<file path="src/rtl/tmr_pkg.sv">
package tmr_pkg;
  localparam int REG_LOAD  = 0;
  localparam int REG_VALUE = 1;
  localparam int REG_CTRL  = 2;
  localparam int REG_CLEAR = 3;
  localparam int CB_EN   = 7;
  localparam int CB_PER  = 6;
  localparam int CB_CSEL = 3;
  localparam int FREE_EN_BIT = 8;
  localparam logic [7:0] FREE_LO_OFS = 8'h60;
  localparam logic [7:0] FREE_HI_OFS = 8'h64;

  typedef struct packed {
    logic en;
    logic per;
    logic csel;
  } ctrl_t;
endpackage

</file>
<file path="src/rtl/tmr_chan.sv">
module tmr_chan
  import tmr_pkg::*;
#(
  parameter int W = 16,
  parameter logic [7:0] BASE = 8'h00
) (
  input  logic        clk,
  input  logic        rst_n,
  input  logic        wr_en,
  input  logic        rd_en,
  input  logic [7:0]  addr,
  input  logic [31:0] wdata,
  input  logic        tick_slow,
  input  logic        tick_fast,
  output logic [31:0] rd_word,
  output logic        irq
);
  logic [W-1:0] load_q, count_q;
  ctrl_t        ctrl_q;
  logic         pend_q;
  logic         grp;
  logic [1:0]   idx;
  logic         wr_ld, wr_ct, wr_clr, tick_sel, step, under;
  logic         unused_bits;

  assign grp      = (addr[7:4] == BASE[7:4]);
  assign idx      = addr[3:2];
  assign wr_ld    = wr_en && grp && (idx == 2'(REG_LOAD));
  assign wr_ct    = wr_en && grp && (idx == 2'(REG_CTRL));
  assign wr_clr   = wr_en && grp && (idx == 2'(REG_CLEAR));
  assign tick_sel = ctrl_q.csel ? tick_fast : tick_slow;
  assign step     = ctrl_q.en && tick_sel;
  assign under    = step && (count_q == '0);
  assign unused_bits = ^{addr[1:0], rd_en, wdata};

  always_ff @(posedge clk) begin
    if (!rst_n) begin
      load_q  <= '0;
      count_q <= '0;
      ctrl_q  <= '0;
      pend_q  <= 1'b0;
    end else begin
      if (wr_ld) load_q <= wdata[W-1:0];
      if (wr_ct) ctrl_q <= '{en: wdata[CB_EN], per: wdata[CB_PER], csel: wdata[CB_CSEL]};
      if (step) begin
        if (under) count_q <= ctrl_q.per ? load_q : '1;
        else       count_q <= count_q - 1'b1;
      end else if (wr_ld && !ctrl_q.en) begin
        count_q <= wdata[W-1:0];
      end
      if (under)       pend_q <= 1'b1;
      else if (wr_clr) pend_q <= 1'b0;
    end
  end

  always_comb begin
    rd_word = '0;
    if (grp) begin
      case (idx)
        2'(REG_LOAD):  rd_word = 32'(load_q);
        2'(REG_VALUE): rd_word = 32'(count_q);
        2'(REG_CTRL):  begin
          rd_word[CB_EN]   = ctrl_q.en;
          rd_word[CB_PER]  = ctrl_q.per;
          rd_word[CB_CSEL] = ctrl_q.csel;
        end
        default:       rd_word = '0;
      endcase
    end
  end

  assign irq = pend_q;

  p_irq_src_r5: assert property (@(posedge clk) disable iff (!rst_n)
    $rose(pend_q) |-> $past(under));
  p_reload_r5: assert property (@(posedge clk) disable iff (!rst_n)
    (under && ctrl_q.per && !wr_ld) |=> (count_q == $past(load_q)));
  p_wrap_r6: assert property (@(posedge clk) disable iff (!rst_n)
    (under && !ctrl_q.per) |=> (&count_q));
  p_clear_r8: assert property (@(posedge clk) disable iff (!rst_n)
    (wr_clr && !under) |=> !pend_q);
  p_freeze_r9: assert property (@(posedge clk) disable iff (!rst_n)
    (!ctrl_q.en && !wr_ld) |=> $stable(count_q));
  p_keep_irq_r9: assert property (@(posedge clk) disable iff (!rst_n)
    (pend_q && !wr_clr) |=> pend_q);
endmodule

</file>
<file path="src/rtl/tmr_free.sv">
module tmr_free
  import tmr_pkg::*;
#(
  parameter int W = 40
) (
  input  logic        clk,
  input  logic        rst_n,
  input  logic        wr_en,
  input  logic        rd_en,
  input  logic [7:0]  addr,
  input  logic [31:0] wdata,
  input  logic        tick_fast,
  output logic [31:0] rd_word
);
  localparam int HW = W - 32;

  logic [W-1:0]  cnt_q;
  logic [HW-1:0] hold_q;
  logic          en_q;
  logic          sel_lo, sel_hi;
  logic          unused_bits;

  assign sel_lo = ({addr[7:2], 2'b00} == FREE_LO_OFS);
  assign sel_hi = ({addr[7:2], 2'b00} == FREE_HI_OFS);
  assign unused_bits = ^{addr[1:0], wdata};

  always_ff @(posedge clk) begin
    if (!rst_n) begin
      cnt_q  <= '0;
      hold_q <= '0;
      en_q   <= 1'b0;
    end else begin
      if (wr_en && sel_hi) en_q <= wdata[FREE_EN_BIT];
      if (en_q && tick_fast) cnt_q <= cnt_q + 1'b1;
      if (rd_en && sel_lo) hold_q <= cnt_q[W-1:32];
    end
  end

  always_comb begin
    rd_word = '0;
    if (sel_lo) rd_word = cnt_q[31:0];
    else if (sel_hi) begin
      rd_word[HW-1:0]      = hold_q;
      rd_word[FREE_EN_BIT] = en_q;
    end
  end

  p_up_r10: assert property (@(posedge clk) disable iff (!rst_n)
    (en_q && tick_fast) |=> (cnt_q == $past(cnt_q) + 1'b1));
  p_idle_r10: assert property (@(posedge clk) disable iff (!rst_n)
    (!en_q || !tick_fast) |=> $stable(cnt_q));
  p_snap_r11: assert property (@(posedge clk) disable iff (!rst_n)
    (rd_en && sel_lo) |=> (hold_q == $past(cnt_q[W-1:32])));
endmodule

</file>
<file path="src/rtl/tmr_bank.sv">
module tmr_bank
  import tmr_pkg::*;
#(
  parameter int NARROW_W = 16,
  parameter int WIDE_W   = 32,
  parameter int FREE_W   = 40,
  parameter int N_CH     = 3
) (
  input  logic        clk,
  input  logic        rst_n,
  input  logic        wr_en,
  input  logic        rd_en,
  input  logic [7:0]  addr,
  input  logic [31:0] wdata,
  output logic [31:0] rdata,
  input  logic        tick_slow,
  input  logic        tick_fast,
  output logic [2:0]  irq
);
  logic [31:0] ch_rd [N_CH];
  logic [31:0] free_rd;
  logic [31:0] rd_mux;

  for (genvar i = 0; i < N_CH; i++) begin : g_ch
    localparam int CW = (i == N_CH - 1) ? WIDE_W : NARROW_W;
    localparam logic [7:0] CB = (i == 0) ? 8'h00 : (i == 1) ? 8'h20 : 8'h80;
    tmr_chan #(.W(CW), .BASE(CB)) u_ch (
      .clk(clk), .rst_n(rst_n), .wr_en(wr_en), .rd_en(rd_en),
      .addr(addr), .wdata(wdata), .tick_slow(tick_slow),
      .tick_fast(tick_fast), .rd_word(ch_rd[i]), .irq(irq[i])
    );
  end

  tmr_free #(.W(FREE_W)) u_free (
    .clk(clk), .rst_n(rst_n), .wr_en(wr_en), .rd_en(rd_en),
    .addr(addr), .wdata(wdata), .tick_fast(tick_fast), .rd_word(free_rd)
  );

  always_comb begin
    rd_mux = free_rd;
    for (int i = 0; i < N_CH; i++) rd_mux = rd_mux | ch_rd[i];
  end

  always_ff @(posedge clk) begin
    if (!rst_n)     rdata <= '0;
    else if (rd_en) rdata <= rd_mux;
  end

  p_rd_hold_r2: assert property (@(posedge clk) disable iff (!rst_n)
    !rd_en |=> $stable(rdata));
endmodule

</file>
<file path="config.mk">
export PLATFORM = sky130hd
export DESIGN_NAME = tmr_bank
export DESIGN_NICKNAME = d
export VERILOG_FILES = /design/src/rtl/tmr_pkg.sv /design/src/rtl/tmr_chan.sv /design/src/rtl/tmr_free.sv /design/src/rtl/tmr_bank.sv
export SDC_FILE = /design/constraint.sdc
export NUM_CORES = 1
export LEC_CHECK = 0
export BUFFER_PORTS_ARGS = -buffer_cell sky130_fd_sc_hd__buf_2
export CAP_MARGIN = 20
export CORE_ASPECT_RATIO = 0.8
export CORE_UTILIZATION = 55
export DETAILED_ROUTE_END_ITERATION = 6
export PLACE_DENSITY = 0.81
export RECOVER_POWER = 50
export SLEW_MARGIN = 25
export SYNTH_ARGS = -nofsm -noshare
export SYNTH_HDL_FRONTEND = slang
export SYNTH_SLANG_ARGS = --single-unit
</file>
<file path="constraint.sdc">
create_clock -name clk -period 3.7 [get_ports clk]
set_input_delay 0.185 -clock clk [delete_from_list [all_inputs] [get_ports clk]]
set_output_delay 0.185 -clock clk [all_outputs]
set_load 0.01 [all_outputs]
</file>
==> results.toml <==
[place]
hpwl_um = 27100
gp_congestion = 0.981
io_buffers = 78

[worst_hold_path]
hold_path_startpoint = "wdata[11]"
holdPathStages = 3
hold_end = "g_ch[1].u_ch.load_q[11]"
hp-class = "primary input to register"

[critical_path]
cp_slowest_cell = "clkbuf_1"
crit_type = "primary input to register"
rr_startpoint = "g_ch[2].u_ch.count_q[23]"
path_max_fanout = 32
crit_chain = "clkbuf_1 -> nor2_1 -> and2_0 -> nand2_1 -> clkbuf_1 -> nand2_1 -> a21oi_1"
cpPeakStageDelay_ns = 1.19
critPathTopFamily = "buffers and inverters"
end_kind = "register"
ff2ff_path_depth = 5
crit_arrival_ns = 3.77
r2r-end = "g_ch[2].u_ch.count_q[12]"
startpoint_type = "primary input"
ff2ff_setup_slack_ns = 0.57
path_buf_inv = 2
cp_data_required_time_ns = 4.14

[timing]
fin_worst_skew_ns = 0.0173
fmax_mhz = 301
worst_pin_slew_ns = 1.64
relSlewSlack_pct = -9.59
tns_ns = 0
post-route-min-period_ns = 3.32
drv_slew = 33
setup_viol = 0
hold_violations = 0
grt_setup_unrepaired = "false"
fin_crit_sh_pct = 89.8

[yosys]
synth_flop_cell = "dfxtp_1"
ys_top_cells_by_area = "dfxtp_1 (36%), nand2_1 (7.6%), mux2i_1 (6.0%)"
synth_edf_count = 0
ys_seq_area_share_pct = 36.2
synth-warning-count = 0
synthesis.area_sq_um = 12200
synth_compound_area_share_pct = 20.8
ys_seq_elements = 221
synth-simple-area-share_pct = 26.4
ys_async_sr_fraction_pct = 0
synth_top_family_by_area = "simple AND/OR/NAND/NOR gates"
synth_fa_ha_area_share_pct = 0.614
muxShareOfSynthArea_pct = 6.99
syn_nets = 1612
yosysTopAreaCell = "dfxtp_1"
synth-xor-area-share_pct = 4.30
synth_commonest_cells = "nand2_1 (249), dfxtp_1 (221), a21oi_1 (139), nor2_1 (124), clkbuf_1 (107)"
synth.top_cell.area_share_pct = 36.2
ys_types = 77
avgSynthCellArea_sq_um = 7.84
yosysMostFrequentCell = "nand2_1"
synthCells = 1560

[floorplan]
core_area_sq_um = 21700
fp.dieH_um = 135
dieArea_sq_um = 22800
start_util_pct = 56.4
rows = 48
ioPinCount = 81
die_x_um = 169

[routing]
viasPerCell = 6.56
drc_errors = 0
routed_wirelength_um = 39800
first_pass_iters = 7
wl_per_cell_um = 20.8
ant_nets = 0
dr.first_iter.drc_count = 1864
via_count = 12557

[power_and_ir_drop]
pwr-share-seq_pct = 45.1
p_clk_share_pct = 46.7
power_density_nw_per_um2 = 390
p_int_mw = 3.99
p_total_mw = 5.35
ir_drop_v = 0.000295
p_leak_nw = 4.82
combPwrFrac_pct = 8.1
switching_power_mw = 1.36
sw_frac_of_total_pct = 25.4

[clocking]
cts_buffer_depth = 3
hold_buffers = 19
cts-root-buf = "clkbuf_16"
post_cts_resized = 0
clk_pin_slew_ns = 0.07
cts_tree = "built"
clk-insertion-delay-late_ns = 0.53
cts_max_level = 1
postCtsSetupBuffers = 0
numCtsBuffers = 24
cts_sinks = 221

[global_route]
grt_pass1_wl_um = 61400
antenna_found_initial = 0
track_usage_pct = 34.0
gr-total-overflow = 0
grt_pass1_vias = 11223
grt_max_degree = 66

[finish]
num-nets-final = 1646
syn_to_final_growth_pct = 12.3
fin_util_pct = 63.4
drive_above_1_share_pct = 9.55

[outcome]
status = "finished, violations left"
violations = "max-capacitance violations, max-slew violations"

[job]
cap_violations = 1
cells in the final DEF (no fill, tap or decap), types with 18 or more instances in the layout:
cell type      count
buf_4             28
a31oi_1           20
buf_2             42
nand4_1           20
clkbuf_16         25
inv_1             21
o21ai_0           85
xnor2_1           36
nor4_1            26
nor3_1            44
a221oi_1          19
mux2i_1           73
nand3_1           32
clkbuf_1          40
dlygate4sd3_1     19
dfxtp_1          221
xor2_1            24
a22oi_1           18
or3_1             29
or4_1             22
a21oi_1          139
nor2_1           123
nand2_1          249
worst register-to-register path: cells and delay by family (launching register included):
kind	cells	cell delay, ns
flip-flops	1	0.35
AND/OR/NAND/NOR	3	1.95
AO/OA/AOI/OAI	2	0.70
registers in the layout, indices dropped and copies added, names as in the netlist:
signal             flops
u_free.hold_q          8
g_ch.u_ch.count_q     64
u_free.cnt_q          40
g_ch.u_ch.load_q      64
g_ch.u_ch.irq          3
rdata                 32
u_free.en_q            1
g_ch.u_ch.ctrl_q       9
power by group through the flow:
stage	clock, mW	sequential [mW]	combinational (mW)
after detailed placement	0	2.47	0.406
after global routing	2.60	2.42	0.461
final	2.50	2.42	0.436
after floorplan	0	2.47	0.254
after CTS	2.50	2.42	0.425
after global placement	0	2.47	0.400
worst max-delay path by stage:
stage / startpoint / slack (ns) / endpoint / cells after the start
6_report: addr[2] / 0.38 / g_ch[2].u_ch.load_q[23] / 7
5_1_grt: addr[2] / 0.19 / g_ch[2].u_ch.load_q[23] / 7
4_1_cts: g_ch[2].u_ch.count_q[10] / 0.65 / g_ch[2].u_ch.count_q[17] / 5
3_5_place_dp: g_ch[2].u_ch.count_q[23] / 0.61 / g_ch[2].u_ch.count_q[17] / 5
3_3_place_gp: g_ch[2].u_ch.count_q[23] / 0.71 / g_ch[2].u_ch.count_q[12] / 5
2_1_floorplan: g_ch[2].u_ch.count_q[5] / 1.44 / g_ch[2].u_ch.count_q[8] / 7
logic make-up after synthesis:
| kind of cell | after synthesis |
|---|---|
| mux | 84 |
| fa+ha+maj | 6 |
| compound gates | 397 |
| xor+xnor | 60 |
| flops | 221 |
| simple gates | 649 |
| buf+inv | 143 |
final cells by class:
| cell class | count | area (sq um) |
|---|---|---|
| sequential | 221 | 4420 |
| fill | 1864 | 7940 |
| inverter | 22 | 85.1 |
| clock inverter | 11 | 97.6 |
| antenna | 1 | 2.50 |
| clock buffer | 33 | 726 |
| multi-input combinational | 1196 | 7250 |
| timing repair buffer | 129 | 777 |
| tap | 300 | 375 |
routing by layer:
| metal | part of all wire [%] | vias to the layer above | track usage, % | routed length, um |
|---|---|---|---|---|
| met5 | 0 | - | 0 | 0 |
| met4 | 3.7 | 0 | 13.4 | 1460 |
| met3 | 12 | 136 | 8.06 | 4590 |
| met2 | 43 | 737 | 50.9 | 17100 |
| met1 | 42 | 5939 | 47.1 | 16600 |
| li1 | - | 5745 | - | - |
stage by stage:
stage / instances / hold slack, ns / cell area (sq um) / setup WS, ns
6_report: 1913 / 0.0148 / 13700 / 0.376
5_1_grt: 1912 / 0.0220 / 13700 / 0.187
4_1_cts: 1912 / 0.00311 / 13800 / 0.648
3_5_place_dp: 1849 / 0.445 / 12800 / 0.608
3_3_place_gp: 1849 / 0.440 / 12800 / 0.714
2_1_floorplan: 1560 / 0.321 / 12200 / 1.44
Power figures use the tool's default switching activity.
